===== src/rtl/gpt_pkg.sv =====
package gpt_pkg;

    localparam int PSC_W  = 3;
    localparam int EVT_N  = 4;
    localparam int ADDR_W = 3;

    typedef enum logic [1:0] {
        CM_HOLD = 2'd0,
        CM_UPDN = 2'd1,
        CM_UP   = 2'd2,
        CM_DIRN = 2'd3
    } cmode_e;

    typedef enum logic [1:0] {
        RL_ZERO     = 2'd0,
        RL_ZERO_PRD = 2'd1,
        RL_IMM      = 2'd2,
        RL_RSVD     = 2'd3
    } reload_e;

    typedef enum logic [1:0] {
        OC_LOW    = 2'd0,
        OC_ACT_LO = 2'd1,
        OC_ACT_HI = 2'd2,
        OC_HIGH   = 2'd3
    } ocond_e;

    typedef enum logic [1:0] {
        AS_NONE = 2'd0,
        AS_ZERO = 2'd1,
        AS_PRD  = 2'd2,
        AS_CMP  = 2'd3
    } adcsel_e;

    typedef struct packed {
        adcsel_e           adc;
        logic              cmp_en;
        ocond_e            oc;
        reload_e           rl;
        logic [PSC_W-1:0]  psc;
        cmode_e            mode;
    } ctrl_t;

    localparam int CTRL_W = $bits(ctrl_t);

    typedef struct packed {
        logic ovf;
        logic cmp;
        logic prd;
        logic zero;
    } evt_t;

    localparam logic [ADDR_W-1:0] A_CTRL = 3'd0;
    localparam logic [ADDR_W-1:0] A_PRD  = 3'd1;
    localparam logic [ADDR_W-1:0] A_CMP  = 3'd2;
    localparam logic [ADDR_W-1:0] A_CNT  = 3'd3;
    localparam logic [ADDR_W-1:0] A_FLG  = 3'd4;
    localparam logic [ADDR_W-1:0] A_MSK  = 3'd5;

endpackage


===== src/rtl/gpt_prescaler.sv =====
module gpt_prescaler #(
    parameter int PSC_W = 3
) (
    input  logic             clk,
    input  logic             rst_n,
    input  logic             run,
    input  logic [PSC_W-1:0] sel,
    output logic             tick
);
    localparam int DIV_W = (2 ** PSC_W) - 1;

    typedef struct packed {
        logic [DIV_W-1:0] cnt;
    } st_t;

    st_t              q, d;
    logic [DIV_W-1:0] lim;
    logic             at_lim;

    always_comb begin
        for (int i = 0; i < DIV_W; i++) begin
            lim[i] = (i < int'(sel));
        end
        at_lim = (q.cnt >= lim);
        tick   = run && at_lim;
        d      = q;
        if (!run || at_lim) begin
            d.cnt = '0;
        end else begin
            d.cnt = q.cnt + {{(DIV_W-1){1'b0}}, 1'b1};
        end
    end

    always_ff @(posedge clk or negedge rst_n) begin
        if (!rst_n) q <= '0;
        else        q <= d;
    end
endmodule


===== src/rtl/gpt_counter.sv =====
module gpt_counter
    import gpt_pkg::*;
#(
    parameter int W = 16
) (
    input  logic         clk,
    input  logic         rst_n,
    input  logic         tick,
    input  cmode_e       mode,
    input  logic         dir_in,
    input  logic [W-1:0] prd,
    input  logic [W-1:0] cmp,
    input  logic         ld,
    input  logic [W-1:0] ld_val,
    output logic [W-1:0] cnt,
    output logic         up,
    output evt_t         evt
);
    localparam logic [W-1:0] ONE  = {{(W-1){1'b0}}, 1'b1};
    localparam logic [W-1:0] ONES = '1;

    typedef struct packed {
        logic [W-1:0] cnt;
        logic         up;
    } st_t;

    st_t          q, d;
    logic [W-1:0] nx;

    always_comb begin
        d  = q;
        nx = q.cnt;
        if (mode == CM_UP) d.up = 1'b1;
        if (tick) begin
            unique case (mode)
                CM_UP: begin
                    nx = (q.cnt >= prd) ? '0 : q.cnt + ONE;
                end
                CM_UPDN: begin
                    if (q.up) begin
                        if (q.cnt >= prd) begin
                            if (prd == '0) begin
                                nx = '0;
                            end else begin
                                nx   = q.cnt - ONE;
                                d.up = 1'b0;
                            end
                        end else begin
                            nx = q.cnt + ONE;
                        end
                    end else if (q.cnt == '0) begin
                        d.up = 1'b1;
                        nx   = (prd == '0) ? '0 : ONE;
                    end else begin
                        nx = q.cnt - ONE;
                    end
                end
                CM_DIRN: begin
                    d.up = dir_in;
                    if (dir_in) nx = (q.cnt >= prd) ? '0 : q.cnt + ONE;
                    else        nx = (q.cnt == '0) ? prd : q.cnt - ONE;
                end
                default: nx = q.cnt;
            endcase
            d.cnt = nx;
        end
        if (ld) d.cnt = ld_val;

        evt.zero = tick && !ld && (nx == '0);
        evt.prd  = tick && !ld && (nx == prd);
        evt.cmp  = tick && !ld && (nx == cmp);
        evt.ovf  = tick && !ld && (nx == ONES);
    end

    always_ff @(posedge clk or negedge rst_n) begin
        if (!rst_n) begin
            q.cnt <= '0;
            q.up  <= 1'b1;
        end else begin
            q <= d;
        end
    end

    assign cnt = q.cnt;
    assign up  = q.up;
endmodule


===== src/rtl/gpt_shadow.sv =====
module gpt_shadow
    import gpt_pkg::*;
#(
    parameter int W = 16
) (
    input  logic         clk,
    input  logic         rst_n,
    input  logic         hold,
    input  reload_e      rl,
    input  logic [W-1:0] prd_buf,
    input  logic [W-1:0] cmp_buf,
    input  logic         at_zero,
    input  logic         at_prd,
    input  logic         imm_we,
    input  logic [W-1:0] imm_val,
    output logic [W-1:0] prd_act,
    output logic [W-1:0] cmp_act
);
    typedef struct packed {
        logic [W-1:0] prd;
        logic [W-1:0] cmp;
    } st_t;

    st_t q, d;

    always_comb begin
        d = q;
        if (hold || at_zero) d.prd = prd_buf;

        if (rl == RL_IMM && imm_we) begin
            d.cmp = imm_val;
        end else if (hold) begin
            d.cmp = cmp_buf;
        end else begin
            unique case (rl)
                RL_ZERO_PRD: if (at_zero || at_prd) d.cmp = cmp_buf;
                RL_IMM:      d.cmp = cmp_buf;
                default:     if (at_zero) d.cmp = cmp_buf;
            endcase
        end
    end

    always_ff @(posedge clk or negedge rst_n) begin
        if (!rst_n) q <= '0;
        else        q <= d;
    end

    assign prd_act = q.prd;
    assign cmp_act = q.cmp;
endmodule


===== src/rtl/gpt_outlogic.sv =====
module gpt_outlogic
    import gpt_pkg::*;
(
    input  logic   clk,
    input  logic   rst_n,
    input  cmode_e mode,
    input  ocond_e oc,
    input  logic   en,
    input  logic   at_prd,
    input  logic   at_cmp,
    output logic   pwm
);
    typedef struct packed {
        logic act;
    } st_t;

    st_t q, d;

    always_comb begin
        d = q;
        if (!en) begin
            d.act = 1'b0;
        end else if (mode == CM_UP) begin
            if (at_prd)      d.act = 1'b0;
            else if (at_cmp) d.act = 1'b1;
        end else if (mode != CM_HOLD) begin
            if (at_cmp) d.act = ~q.act;
        end

        unique case (oc)
            OC_LOW:    pwm = 1'b0;
            OC_ACT_LO: pwm = ~q.act;
            OC_ACT_HI: pwm = q.act;
            default:   pwm = 1'b1;
        endcase
    end

    always_ff @(posedge clk or negedge rst_n) begin
        if (!rst_n) q <= '0;
        else        q <= d;
    end
endmodule


===== src/rtl/gp_pwm_timer.sv =====
module gp_pwm_timer
    import gpt_pkg::*;
#(
    parameter int CNT_W = 16
) (
    input  logic              clk,
    input  logic              rst_n,
    input  logic              reg_we,
    input  logic [ADDR_W-1:0] reg_addr,
    input  logic [CNT_W-1:0]  reg_wdata,
    output logic [CNT_W-1:0]  reg_rdata,
    input  logic              dir_in,
    output logic              pwm_out,
    output logic              cnt_up,
    output logic [EVT_N-1:0]  irq,
    output logic              adc_start
);
    typedef struct packed {
        ctrl_t            ctrl;
        logic [CNT_W-1:0] prd_buf;
        logic [CNT_W-1:0] cmp_buf;
        logic [EVT_N-1:0] flg;
        logic [EVT_N-1:0] msk;
        logic             adc;
    } regs_t;

    regs_t            q, d;
    logic             wr_ctrl, wr_prd, wr_cmp, wr_cnt, wr_flg, wr_msk;
    logic             tick;
    logic [CNT_W-1:0] cnt, prd_act, cmp_act;
    evt_t             evt;
    logic [EVT_N-1:0] evt_bits;
    logic [EVT_N-1:0] clr;
    cmode_e           mode;
    ocond_e           oc;
    adcsel_e          adc_sel;

    assign mode     = q.ctrl.mode;
    assign oc       = q.ctrl.oc;
    assign adc_sel  = q.ctrl.adc;
    assign evt_bits = evt;

    always_comb begin
        wr_ctrl = reg_we && (reg_addr == A_CTRL);
        wr_prd  = reg_we && (reg_addr == A_PRD);
        wr_cmp  = reg_we && (reg_addr == A_CMP);
        wr_cnt  = reg_we && (reg_addr == A_CNT);
        wr_flg  = reg_we && (reg_addr == A_FLG);
        wr_msk  = reg_we && (reg_addr == A_MSK);

        d = q;
        if (wr_ctrl) d.ctrl    = ctrl_t'(reg_wdata[CTRL_W-1:0]);
        if (wr_prd)  d.prd_buf = reg_wdata;
        if (wr_cmp)  d.cmp_buf = reg_wdata;
        if (wr_msk)  d.msk     = reg_wdata[EVT_N-1:0];

        clr   = wr_flg ? reg_wdata[EVT_N-1:0] : '0;
        d.flg = (q.flg & ~clr) | evt_bits;

        unique case (q.ctrl.adc)
            AS_ZERO: d.adc = evt.zero;
            AS_PRD:  d.adc = evt.prd;
            AS_CMP:  d.adc = evt.cmp;
            default: d.adc = 1'b0;
        endcase
    end

    always_ff @(posedge clk or negedge rst_n) begin
        if (!rst_n) q <= '0;
        else        q <= d;
    end

    always_comb begin
        reg_rdata = '0;
        unique case (reg_addr)
            A_CTRL: begin
                reg_rdata[CTRL_W-1:0] = q.ctrl;
                reg_rdata[CNT_W-1]    = cnt_up;
            end
            A_PRD:   reg_rdata = q.prd_buf;
            A_CMP:   reg_rdata = q.cmp_buf;
            A_CNT:   reg_rdata = cnt;
            A_FLG:   reg_rdata[EVT_N-1:0] = q.flg;
            A_MSK:   reg_rdata[EVT_N-1:0] = q.msk;
            default: reg_rdata = '0;
        endcase
    end

    gpt_prescaler #(.PSC_W(PSC_W)) u_psc (
        .clk  (clk),
        .rst_n(rst_n),
        .run  (mode != CM_HOLD),
        .sel  (q.ctrl.psc),
        .tick (tick)
    );

    gpt_counter #(.W(CNT_W)) u_cnt (
        .clk   (clk),
        .rst_n (rst_n),
        .tick  (tick),
        .mode  (mode),
        .dir_in(dir_in),
        .prd   (prd_act),
        .cmp   (cmp_act),
        .ld    (wr_cnt),
        .ld_val(reg_wdata),
        .cnt   (cnt),
        .up    (cnt_up),
        .evt   (evt)
    );

    gpt_shadow #(.W(CNT_W)) u_shd (
        .clk    (clk),
        .rst_n  (rst_n),
        .hold   (mode == CM_HOLD),
        .rl     (q.ctrl.rl),
        .prd_buf(q.prd_buf),
        .cmp_buf(q.cmp_buf),
        .at_zero(evt.zero),
        .at_prd (evt.prd),
        .imm_we (wr_cmp),
        .imm_val(reg_wdata),
        .prd_act(prd_act),
        .cmp_act(cmp_act)
    );

    gpt_outlogic u_out (
        .clk   (clk),
        .rst_n (rst_n),
        .mode  (mode),
        .oc    (oc),
        .en    (q.ctrl.cmp_en),
        .at_prd(evt.prd),
        .at_cmp(evt.cmp),
        .pwm   (pwm_out)
    );

    assign irq       = q.flg & q.msk;
    assign adc_start = q.adc;
endmodule


===== config.mk =====
export PLATFORM = sky130hd
export DESIGN_NAME = gp_pwm_timer
export DESIGN_NICKNAME = d
export VERILOG_FILES = /design/src/rtl/gpt_pkg.sv /design/src/rtl/gpt_prescaler.sv /design/src/rtl/gpt_counter.sv /design/src/rtl/gpt_shadow.sv /design/src/rtl/gpt_outlogic.sv /design/src/rtl/gp_pwm_timer.sv
export SDC_FILE = /design/constraint.sdc
export NUM_CORES = 1
export LEC_CHECK = 0
export ABC_AREA = 1
export BUFFER_PORTS_ARGS = -buffer_cell sky130_fd_sc_hd__buf_2
export CAP_MARGIN = 10
export CORE_ASPECT_RATIO = 1.4
export CORE_MARGIN = 3
export CORE_UTILIZATION = 50
export DETAILED_ROUTE_END_ITERATION = 8
export GPL_TIMING_DRIVEN = 0
export PLACE_DENSITY = 0.75
export REMOVE_ABC_BUFFERS = 1
export SYNTH_ARGS = -nofsm -noshare
export SYNTH_HDL_FRONTEND = slang
export SYNTH_SLANG_ARGS = --single-unit

===== constraint.sdc =====
create_clock -name clk -period 8.5 [get_ports clk]
set_input_delay 1.7 -clock clk [delete_from_list [all_inputs] [get_ports clk]]
set_output_delay 1.7 -clock clk [all_outputs]
set_load 0.01 [all_outputs]

[Word level (Yosys, flattened, before mapping)]
Cells that the tools add are included.
Word-level totals
  bits in registers: 110
  input port bits: 23
  output and inout bits: 23
Cells by class
  add/subtract/negate cells: 3
  magnitude comparators: 9
  equal/unequal tests: 22
  muxes and demuxes: 37
  bitwise operators: 5
  reduce and logical (&&, ||, !) cells: 29
Operators with widths (count)
  16-bit two-way mux: 13
  16-bit zero test: 3
  16-bit case mux with 3 select lines: 1
  16-bit equality test: 2
  16-bit case mux with 2 select lines: 1
  8-bit case mux with 4 select lines: 1
  4-bit case mux with 6 select lines: 1
  17-bit two-way mux: 1
  16-bit by 1-bit adder with 16-bit output (second input constant): 1
  16-bit equality test (second input constant): 1
  16-bit greater-or-equal comparator: 1
  16-bit by 1-bit subtractor with 16-bit output (second input constant): 1
  1-bit logical AND: 13
  2-bit equality test (second input constant): 6
  1-bit two-way mux: 12
  3-bit less-than comparator (first input constant): 3
  3-bit by 1-bit inequality test with 1-bit output (second input constant): 3
  3-bit case mux with 3 select lines: 1
  4-bit bitwise AND: 2
  2-bit by 1-bit equality test with 1-bit output (second input constant): 4
  7-bit by 1-bit adder with 7-bit output (second input constant): 1
  7-bit greater-or-equal comparator: 1
  7-bit two-way mux: 1
  3-bit by 2-bit equality test with 1-bit output (second input constant): 2
  20 further kinds: 29

[Depth between registers and ports, before layout]
Gate-level depths: netlist of the first run.
  depth after elaboration: 13
  gate-level depth with buffers: 28
  gate-level depth less buffers: 27

[By module]
From an unflattened synthesis of the first run, not the netlist that was laid out.
Second synthesis, totals
  cells, all modules: 1429
  area, all modules: 9106.2 um2
By module, submodules not included
  gpt_counter: instances 1, cells an instance 759, area an instance 4000.1 um2, sequential area each 426.7 um2
  gp_pwm_timer: instances 1, cells an instance 386, area an instance 2812.7 um2, sequential area each 1326.3 um2
  gpt_shadow: instances 1, cells an instance 197, area an instance 1662.8 um2, sequential area each 800.8 um2
  gpt_prescaler: instances 1, cells an instance 72, area an instance 544.3 um2, sequential area each 175.2 um2
  gpt_outlogic: instances 1, cells an instance 15, area an instance 86.3 um2, sequential area each 25.0 um2

[Worst setup path before layout of the first run]
OpenSTA, ideal clock, no wires.
  kind: input to output
  from: input port reg_addr[1]
  to: output port reg_rdata[3]
  arrival: 2.657 ns
  setup slack: 4.143 ns
  stages on the path: 7
  path buffers: 1
  cells stage by stage: inv_1 nor2_1 nand2_1 clkbuf_1 inv_1 a221oi_1 nand2_1
On the way
  longest elaborated chain between the ends: 2
  elaborated cells on any way between the ends: 7
  classes of those cells: eq/ne: 5; mux: 1; reduce/logical: 1
RTL lines
  start, declared: line gp_pwm_timer.sv:9  | input logic [ADDR_W-1:0] reg_addr,
  3-bit equality test, or another cell as far along: line gp_pwm_timer.sv:75  | unique case (reg_addr)
  4-bit case mux with 6 select lines (*): line gp_pwm_timer.sv:75
  end, declared: line gp_pwm_timer.sv:11  | output logic [CNT_W-1:0] reg_rdata,
Mark *: on every way between the ends. The rest lies on a longest branch, timed or not.

[Worst setup path after layout of the first run]
  from: input port reg_addr[0]
  to: output port reg_rdata[2]
Same word-level chain as after synthesis.

==> reports/metrics.csv, run 1 <==
stage;metric;value;unit
critical_path;CP arrival;3.33;ns
finish;fin nets;1376;
critical_path;CP max FO;17;
worst_hold_path;HP Class;reg -> reg;
worst_hold_path;Worst Hold Path Cells;2;
timing;pins over their slew limit;0;
yosys;cells after synthesis;1314;
timing;skew final;0.009615;ns
finish;Layout Area Growth over Synthesis;6.871;%
critical_path;Buf+Inv Stages, Crit Path;4;
critical_path;top cell family by delay on the critical path;buffers and inverters;
timing;Hold Slack;0.4942;ns
power_and_ir_drop;Logic pwr share;56.8;%
critical_path;Worst setup SP type;primary input;
clocking;Setup Buffers After CTS;0;
clocking;Inserted Clock Buffers;9;
routing;ANT nets after route;0;
routing;initial DRC count;931;
die;initial core utilization;51.71;%
clocking;CTS Hold Buffers Added;0;
clocking;H-tree depth;3;
finish;# diodes;0;
yosys;Post-synth EDFFs;0;
power_and_ir_drop;clock share of power;13.8;%
die;Die Wd;116.2;µm
critical_path;Max stage delay on crit path;0.51;ns
timing;post-route setup TNS;0;ns
global_route;antenna violations before repair;0;
critical_path;Slowest-stage cell, CP;clkinv_1;
global_route;grt ovf;0;
finish;Layout Cells excl Fill;1531;
place;RD Place Congestion;1.015;
power_and_ir_drop;switching share of total power;53.84;%
yosys;fraction of registers with async set/reset;100.0;%
place;Buffers on Ports;45;
global_route;number of global-route vias before repair;8429;
yosys;register area share after synthesis;32.38;%
critical_path;reg2reg path depth;21;
power_and_ir_drop;Reg power frac;29.4;%
critical_path;crit-path cells;buf_2, inv_1, nor2_1, nand2_1, clkinv_1, nand2_1, o21ai_0, a221oi_1, nand3_1, buf_2;
yosys;post-synthesis average cell area;6.472;µm²
place;Post-DP HPWL;23.00;mm
critical_path;CP required;6.80;ns
power_and_ir_drop;total power;3.088;mW
die;placeable core area;16450;µm²
critical_path;Critical Path End Type;output port;
timing;final setup fails;0;
routing;Remaining DRCs;0;
routing;WL per Instance;19.35;µm
finish;fill count;1678;
timing;Max Freq;198.7;MHz
timing;RSZ-0062 raised after global routing;no;
routing;Vias;8874;
routing;DR pass1 iterations;6;
yosys;library cells used by synthesis;46;
power_and_ir_drop;Int Pwr;1.426;mW
critical_path;type of the worst setup path;in -> out;
global_route;All-Layer GR Usage;32.64;%
global_route;first-pass GRT wire length;46.66;mm
finish;Core Util, Final;55.26;%
clocking;Root Driver;clkbuf_16;
die;I/O pins;46;
power_and_ir_drop;Psw;1.663;mW
critical_path;critical path depth;10;
timing;period utilization;59.20;%
power_and_ir_drop;Pwr Density;339.8;nW/µm²
timing;Worst-Margin Slew;1.041;ns
routing;drt total wl;29.62;mm
job;Max-cap violations;0;
clocking;CTS clock-pin slew for the worst setup and hold paths;0.07;ns
finish;share of cells above drive strength 1;8.108;%
yosys;Main synth FF type;dfrtp_1;
global_route;largest net degree at the start of global routing;71;
die;die height;160.3;µm
die;Die Footprint;18630;µm²
routing;vias per cell;5.796;
power_and_ir_drop;maximum vdd drop;189.2;µV
clocking;Post-CTS Resized;0;
status;run status;complete, no violations;
timing;Hold Vio Cnt, Final;0;
timing;min Tclk post-route;5.032;ns
yosys;warnings from Yosys;0;
place;dpl cells;1515;
die;num rows;55;
yosys;area of the mapped netlist;8504;µm²
yosys;synthesized flop and latch total;110;
timing;Slew Limit Headroom;30.45;%
clocking;Clock Sink Count;110;
power_and_ir_drop;P_leak;4.723;nW
clocking;CTS tree;yes;
clocking;CTS max path bufs;2;
clocking;clock latency at the later pin of the worst-skew pair;0.36;ns
==> per-stage QoR <==
step	setup WS, ns	instance area (µm²)
floorplan	4.153	8275
global placement	2.362	8750
detailed placement	3.404	8797
CTS	3.481	9089
global route	3.351	9089
finish	3.468	9089
==> routing by layer <==
metal  global-route usage [%]  share of wire, %  up-vias
li1                         -                 -     4310
met1                    43.12                40     4074
met2                    52.86                48      389
met3                    3.355               6.3      101
met4                    15.94               5.2        0
met5                        0                 0        -
==> cells by family (layout without fill, tap and decap cells) <==
family,after synthesis,after routing,share of synthesized area [%]
adder cells (fa/ha/maj),26,26,3.825
AND/OR/NAND/NOR,784,784,40.14
XOR/XNOR,21,21,2.163
buffers and inverters,184,202,8.871
AO/OA/AOI/OAI,189,189,12.62
flip-flops,110,110,32.38
==> flip-flops by register name, summed over array words and instances, names as in the netlist <==
register,cells
q,46
u_cnt.cnt,16
u_shd.cmp_act,16
u_shd.prd_act,16
u_psc.q,7
adc_sel,2
mode,2
oc,2
adc_start,1
u_cnt.up,1
u_out.q,1
==> worst register-to-register path, delay by kind of cell, from the launching register on <==
family / cells / cell delay, ns
simple gates: 16 / 2.91
flops: 1 / 0.63
compound gates: 2 / 0.23
buf+inv: 2 / 0.34
fa+ha+maj: 1 / 0.34
==> cell usage in the layout (no fill, tap or decap), types with 5 or more instances in the layout <==
master | netlist | final
nand2_1 | 455 | 455
inv_1 | 131 | 131
nand3_1 | 129 | 129
nor2_1 | 117 | 116
dfrtp_1 | 109 | 109
o21ai_0 | 108 | 108
buf_2 | 15 | 44
a21oi_1 | 31 | 31
ha_1 | 26 | 26
nand4_1 | 25 | 25
xor2_1 | 20 | 20
o211ai_1 | 18 | 18
nand2_2 | 11 | 11
nand3b_1 | 9 | 9
clkbuf_16 | 0 | 9
nor2_2 | 7 | 8
a22oi_1 | 7 | 7
o21ai_1 | 7 | 7
nor2_4 | 6 | 6
inv_2 | 5 | 5
nor3_1 | 5 | 5
==> cells in the mapped netlist, types with 3 or more instances <==
library cell / number / area share [%]
nor4_1: 3 / 0.22
xor2_1: 20 / 2.1
inv_2: 5 / 0.22
a21oi_1: 31 / 1.8
o221ai_1: 4 / 0.41
nand2_4: 3 / 0.40
a221oi_1: 4 / 0.41
nand3_2: 3 / 0.35
nor2_1: 117 / 5.2
buf_4: 3 / 0.26
nor2_4: 6 / 0.79
o21ai_0: 108 / 6.4
buf_2: 15 / 0.88
nor3_1: 5 / 0.29
nand2_1: 455 / 20
nand2_2: 11 / 0.81
inv_1: 131 / 5.8
ha_1: 26 / 3.8
clkbuf_1: 23 / 1.0
dfrtp_1: 109 / 32
a22oi_1: 7 / 0.62
nand3b_1: 9 / 0.79
o21ai_1: 7 / 0.41
o211ai_1: 18 / 1.6
o2111ai_1: 3 / 0.31
nand3_1: 129 / 7.6
nand4_1: 25 / 1.8
nor2_2: 7 / 0.51
buf_6: 4 / 0.53
nor3b_1: 3 / 0.26
==> power groups by stage <==
| stage | clock, mW | combinational [mW] | sequential, mW |
|---|---|---|---|
| after floorplan | 0 | 1.25 | 0.811 |
| after global placement | 0 | 1.70 | 0.904 |
| after detailed placement | 0 | 1.72 | 0.907 |
| after CTS | 0.425 | 1.73 | 0.897 |
| after global routing | 0.442 | 1.98 | 0.924 |
| final | 0.426 | 1.76 | 0.907 |
==> final timing paths <==
path                                      startpoint                            to  slack [ns]
setup / recovery                         reg_addr[0]                  reg_rdata[2]        3.47
setup reg to reg           u_cnt.cnt[15]$_DFFE_PN0P_  u_shd.cmp_act[3]$_DFFE_PN0P_        3.92
min in group asynchronous                      rst_n          u_psc.q[0]$_DFF_PN0_        1.33
hold / removal                     oc[0]$_DFFE_PN0P_             oc[0]$_DFFE_PN0P_        0.49
hold reg to reg                    oc[0]$_DFFE_PN0P_             oc[0]$_DFFE_PN0P_        0.49
max in group asynchronous                      rst_n     u_cnt.cnt[11]$_DFFE_PN0P_        6.44
==> layout make-up <==
class / count / area, µm² / share of cell area, %
Inverter: 139 / 525.5 / 5.782
Clock buffer: 10 / 239.0 / 2.629
Timing Repair Buffer: 47 / 270.3 / 2.974
Clock inverter: 6 / 52.55 / 0.5782
Multi-Input combinational cell: 1020 / 4999 / 55.00
Tap cell: 199 / 249.0 / 2.740
Sequential cell: 110 / 2754 / 30.30
Note: power is estimated with default switching activity, not from simulation.
==> inputs of run 2 (changes only) <==
- PLACE_DENSITY: 0.75 -> 0.78
- clock period: 8.5 -> 4.17 ns (I/O delays scaled with it)
==> run 2 against run 1 <==
Effect of this change: utilization increased by 0.76 points; worst setup slack got worse by 3.3 ns; largest cell class unchanged; clock-buffer cell count unchanged; clock skew increased by 0.0034 ns.
==> reports/metrics.csv, run 2 (synthesized netlist as in run 1, its figures left out) <==
stage;metric;value;unit
status;run status;complete, no violations;
timing;pins over their slew limit;0;
die;Die Footprint;18630;µm²
finish;fill count;1631;
timing;period utilization;95.68;%
routing;ANT nets after route;0;
place;Post-DP HPWL;23.13;mm
place;Buffers on Ports;45;
die;I/O pins;46;
routing;drt total wl;30.29;mm
finish;# diodes;0;
routing;DR pass1 iterations;7;
timing;skew final;0.01297;ns
timing;Max Freq;250.6;MHz
finish;commonest non-fill, non-tap cell in the layout;nand2_1;
routing;vias per cell;5.904;
critical_path;Max stage delay on crit path;0.51;ns
job;Max-cap violations;0;
clocking;Root Driver;clkbuf_16;
clocking;CTS max path bufs;2;
critical_path;type of the worst setup path;reg -> reg;
finish;Core Util, Final;56.02;%
die;Die Wd;116.2;µm
timing;Hold Vio Cnt, Final;0;
timing;Slew Limit Headroom;27.78;%
clocking;clock latency at the later pin of the worst-skew pair;0.36;ns
routing;Vias;9098;
worst_hold_path;HP Class;in -> async;
die;placeable core area;16450;µm²
critical_path;RR Endpoint;u_shd.cmp_act[7]$_DFFE_PN0P_;
critical_path;Worst path most repeated cell;nand2_1;
power_and_ir_drop;P_leak;4.772;nW
power_and_ir_drop;Pwr Density;698.3;nW/µm²
clocking;Clock Sink Count;110;
routing;WL per Instance;19.65;µm
critical_path;reg2reg path depth;19;
place;pre-CTS setup slack;-0.3067;ns
clocking;CTS tree;yes;
timing;final setup fails;0;
critical_path;R2R setup slack;0.18;ns
timing;fin worst setup slack;0.1800;ns
critical_path;reg-to-reg startpoint;q[45]$_DFFE_PN0P_;
critical_path;Worst setup SP type;flop;
global_route;grt ovf;0;
routing;initial DRC count;1117;
die;initial core utilization;51.71;%
finish;fin nets;1386;
global_route;antenna violations before repair;0;
finish;register area;2761;µm²
clocking;CTS clock-pin slew for the worst setup and hold paths;0.07;ns
global_route;first-pass GRT wire length;47.54;mm
global_route;largest net degree at the start of global routing;73;
power_and_ir_drop;maximum vdd drop;389.4;µV
critical_path;Critical Path End Type;flop;
finish;max FFs per register;46;
global_route;number of global-route vias before repair;8702;
routing;Remaining DRCs;0;
critical_path;Slowest-stage cell, CP;o211ai_1;
finish;Most flops, register;q;
global_route;All-Layer GR Usage;33.14;%
critical_path;CP max FO;33;
finish;most frequent cells in the layout;nand2_1, inv_1, nand3_1;
clocking;H-tree depth;3;
critical_path;CP arrival;4.28;ns
die;die height;160.3;µm
timing;Worst-Margin Slew;1.081;ns
timing;min Tclk post-route;3.990;ns
finish;share of cells above drive strength 1;9.463;%
finish;Layout Area Growth over Synthesis;8.342;%
clocking;Inserted Clock Buffers;9;
place;RD Place Congestion;1.033;
finish;Multi-input gate area;5044;µm²
die;num rows;55;
power_and_ir_drop;total power;6.434;mW
clocking;CTS Hold Buffers Added;0;
critical_path;crit-path cells;nor2_1, nand2_1, ha_1, nand4_1, o211ai_1, nand2_4, inv_6, nand3_1, nand2_1, inv_1, nor2_1, nand2_1, nor2_2, nand2_2, nand2_8, nor2_4, nand2_4, nand2_1, nand2_1;
critical_path;CP required;4.46;ns
-- run 2: final cells by class --
class                      instances  area share, %
tap                              199          2.702
inverter                         139          5.758
timing repair buffer              57          3.748
clock inverter                     6         0.4889
multi-input combinational       1020          54.74
sequential                       110          29.97
clock buffer                      10          2.594
-- run 2: worst max path at each step --
stage	to	slack [ns]	cells past startpoint	start
floorplan	u_shd.cmp_act[0]$_DFFE_PN0P_	0.93	15	reg_addr[1]
global placement	u_shd.cmp_act[12]$_DFFE_PN0P_	-1.07	15	reg_addr[2]
detailed placement	u_shd.cmp_act[7]$_DFFE_PN0P_	-0.31	18	q[45]$_DFFE_PN0P_
CTS	u_shd.cmp_act[7]$_DFFE_PN0P_	0.04	19	q[45]$_DFFE_PN0P_
global route	u_shd.cmp_act[7]$_DFFE_PN0P_	-0.02	17	q[45]$_DFFE_PN0P_
finish	u_shd.cmp_act[7]$_DFFE_PN0P_	0.18	19	q[45]$_DFFE_PN0P_
-- run 2: stage by stage --
stage	cell area [µm²]	cells	TNS, ns	hold slack (ns)
after floorplan	8275	1269	0	0.4520
after global placement	8750	1513	-25.01	0.4717
after detailed placement	8797	1515	-4.764	0.4741
after CTS	9151	1538	0	0.4687
after global routing	9214	1541	-0.03705	0.4889
final	9214	1541	0	0.4499
-- run 2: what timing repair did --
action | 4_1_cts | 5_1_grt
pin swaps | 2 | 3
endpoints found under the setup margin | 19 | 24
buffers inserted | 7 | 3
gates resized for setup | 4 | 13
-- run 2: critical path: cells and delay by family, from the launching register on --
family,cells,cell delay (ns)
fa+ha+maj,1,0.27
simple gates,15,2.27
compound gates,1,0.51
flops,1,0.45
buf+inv,2,0.37
-- run 2: power breakdown --
group | leakage (nW) | internal, mW | total [mW] | switching, mW
Combinational | 3.24 | 1.20 | 3.74 | 2.54
Sequential | 1.38 | 1.36 | 1.85 | 0.488
Clock | 0.143 | 0.426 | 0.846 | 0.420
-- run 2: per-layer routing --
| layer | GRT usage, % | up-vias | share of wire (%) |
|---|---|---|---|
| met5 | 0 | - | 0 |
| met4 | 17.04 | 0 | 5.7 |
| met3 | 3.279 | 95 | 6.5 |
| met2 | 54.58 | 436 | 48 |
| met1 | 42.64 | 4235 | 39 |
| li1 | - | 4332 | - |
==> inputs of run 3 (changes only) <==
==> constraint.sdc (replaced) <==
create_clock -name clk -period 4.17 [get_ports clk]
set_input_delay 0.2085 -clock clk [delete_from_list [all_inputs] [get_ports clk]]
set_output_delay 0.2085 -clock clk [all_outputs]
set_load 0.01 [all_outputs]
==> run 3 against run 2 <==
Effect of this change: sequential power about the same; critical path depth is the same; worst setup slack improved by 0.010 ns; largest power group unchanged; power barely moved; non-clock buffer count up 1; first-iteration DRC count rose by 6.7%.
==> reports/metrics.csv, run 3 (synthesized netlist as in run 1, its figures left out) <==
stage;metric;value;unit
timing;Worst-Margin Slew;1.077;ns
routing;initial DRC count;1192;
routing;DR pass1 iterations;6;
clocking;Clock Sink Count;110;
finish;most frequent cells in the layout;nand2_1, inv_1, nand3_1;
routing;WL per Instance;19.63;µm
global_route;grt ovf;0;
clocking;CTS max path bufs;2;
finish;max FFs per register;46;
routing;drt total wl;30.27;mm
finish;design area;9224;µm²
finish;commonest non-fill, non-tap cell in the layout;nand2_1;
die;die height;160.3;µm
critical_path;Worst setup SP type;flop;
status;run status;complete, no violations;
global_route;antenna violations before repair;0;
clocking;CTS clock-pin slew for the worst setup and hold paths;0.08;ns
routing;Vias;9052;
routing;Remaining DRCs;0;
power_and_ir_drop;maximum vdd drop;392.6;µV
power_and_ir_drop;Reg power frac;28.8;%
global_route;number of global-route vias before repair;8705;
timing;Max Freq;251.3;MHz
place;dpl cells;1515;
power_and_ir_drop;Psw;3.447;mW
finish;Most flops, register;q;
power_and_ir_drop;total power;6.438;mW
timing;Slew Limit Headroom;28.01;%
critical_path;Slowest-stage cell, CP;o211ai_1;
place;Buffers on Ports;45;
global_route;All-Layer GR Usage;33.15;%
timing;Hold Vio Cnt, Final;0;
power_and_ir_drop;switching share of total power;53.54;%
finish;fill count;1630;
power_and_ir_drop;Logic pwr share;58.1;%
place;Post-DP HPWL;23.13;mm
critical_path;reg2reg path depth;19;
global_route;largest net degree at the start of global routing;73;
critical_path;CP max FO;33;
clocking;H-tree depth;3;
die;placeable core area;16450;µm²
job;Max-cap violations;0;
timing;final setup fails;0;
clocking;Inserted Clock Buffers;9;
clocking;CTS tree;yes;
critical_path;Max stage delay on crit path;0.51;ns
timing;pins over their slew limit;0;
die;I/O pins;46;
place;RD Place Congestion;1.033;
die;initial core utilization;51.71;%
power_and_ir_drop;Int Pwr;2.991;mW
critical_path;Critical Path End Type;flop;
critical_path;CP arrival;4.26;ns
finish;# diodes;0;
die;Die Wd;116.2;µm
finish;Layout Area Growth over Synthesis;8.460;%
clocking;Root Driver;clkbuf_16;
power_and_ir_drop;clock share of power;13.1;%
die;num rows;55;
timing;period utilization;95.44;%
routing;vias per cell;5.870;
worst_hold_path;HP Class;in -> reg;
die;Die Footprint;18630;µm²
timing;min Tclk post-route;3.980;ns
finish;fin nets;1387;
clocking;clock latency at the later pin of the worst-skew pair;0.36;ns
critical_path;crit-path cells;nor2_1, nand2_1, ha_1, nand4_1, o211ai_1, nand2_4, inv_6, nand3_1, nand2_1, inv_1, nor2_1, nand2_1, nor2_2, nand2_2, nand2_8, nor2_4, nand2_4, nand2_1, nand2_1;
finish;Layout Cells excl Fill;1542;
place;placed standard-cell area;8797;µm²
routing;ANT nets after route;0;
power_and_ir_drop;P_leak;4.776;nW
power_and_ir_drop;Pwr Density;698.0;nW/µm²
finish;share of cells above drive strength 1;9.456;%
critical_path;type of the worst setup path;reg -> reg;
global_route;first-pass GRT wire length;47.55;mm
worst_hold_path;Worst Hold Path Cells;3;
critical_path;CP required;4.45;ns
critical_path;Worst path most repeated cell;nand2_1;
timing;skew final;0.01234;ns
timing;post-route setup TNS;0;ns
run 3: worst paths after layout:
| path | end | slack [ns] | start |
|---|---|---|---|
| worst min register to register | oc[0]$_DFFE_PN0P_ | 0.50 | oc[0]$_DFFE_PN0P_ |
| min in group asynchronous | u_psc.q[3]$_DFF_PN0_ | 0.37 | rst_n |
| worst max register to register | u_shd.cmp_act[7]$_DFFE_PN0P_ | 0.19 | q[45]$_DFFE_PN0P_ |
| worst min-delay path | u_cnt.cnt[12]$_DFFE_PN0P_ | 0.07 | reg_wdata[12] |
| max in group asynchronous | u_cnt.cnt[5]$_DFFE_PN0P_ | 3.06 | rst_n |
| worst max-delay path | u_shd.cmp_act[7]$_DFFE_PN0P_ | 0.19 | q[45]$_DFFE_PN0P_ |
run 3: final cells by class:
cell class	count	area, µm²	share of cell area [%]
multi-input cells	1020	5044	54.68
flip-flops and latches	110	2761	29.94
clock inverters	6	45.04	0.4883
inverters	139	530.5	5.751
repair buffers	58	355.3	3.852
well taps	199	249.0	2.699
clock buffers	10	239.0	2.591
run 3: routing by layer:
| metal | share of wire (%) | global-route usage [%] |
|---|---|---|
| met1 | 40 | 42.66 |
| met4 | 5.4 | 17.04 |
| met5 | 0 | 0 |
| met2 | 48 | 54.58 |
| met3 | 6.6 | 3.279 |
run 3: worst max-delay path, delay by kind of cell, from the launching register on:
| family | cells | cell delay (ns) |
|---|---|---|
| and+or+nand+nor | 15 | 2.27 |
| AOI/OAI and AO/OA | 1 | 0.51 |
| DFF | 1 | 0.45 |
| buffers and inverters | 2 | 0.37 |
| adders and majority gates | 1 | 0.27 |
run 3: metrics by stage:
stage          hold WS [ns]  worst slack [ns]  utilization [%]
2_1_floorplan      -0.08709             1.046                -
3_3_place_gp         0.4315           -0.4432            53.20
3_5_place_dp         0.2224           -0.3067            53.49
4_1_cts             0.07044           0.03523            55.70
5_1_grt             0.09747          -0.01547            56.08
6_report            0.06643            0.1901            56.08
run 3: what timing repair did:
action	in CTS	in global routing
cloned	0	0
hold buffers	1	0
gates resized for setup	4	13
endpoints found under the hold margin	37	0
endpoints found under the setup margin	19	24
pin swaps	2	3
setup buffers	7	3
run 3: power by group through the flow:
stage	registers (mW)	logic [mW]	clock network [mW]
finish	1.85	3.74	0.846
global route	1.89	4.18	0.885
CTS	1.82	3.63	0.845
detailed placement	1.84	3.52	0
global placement	1.84	3.48	0
floorplan	1.65	2.55	0
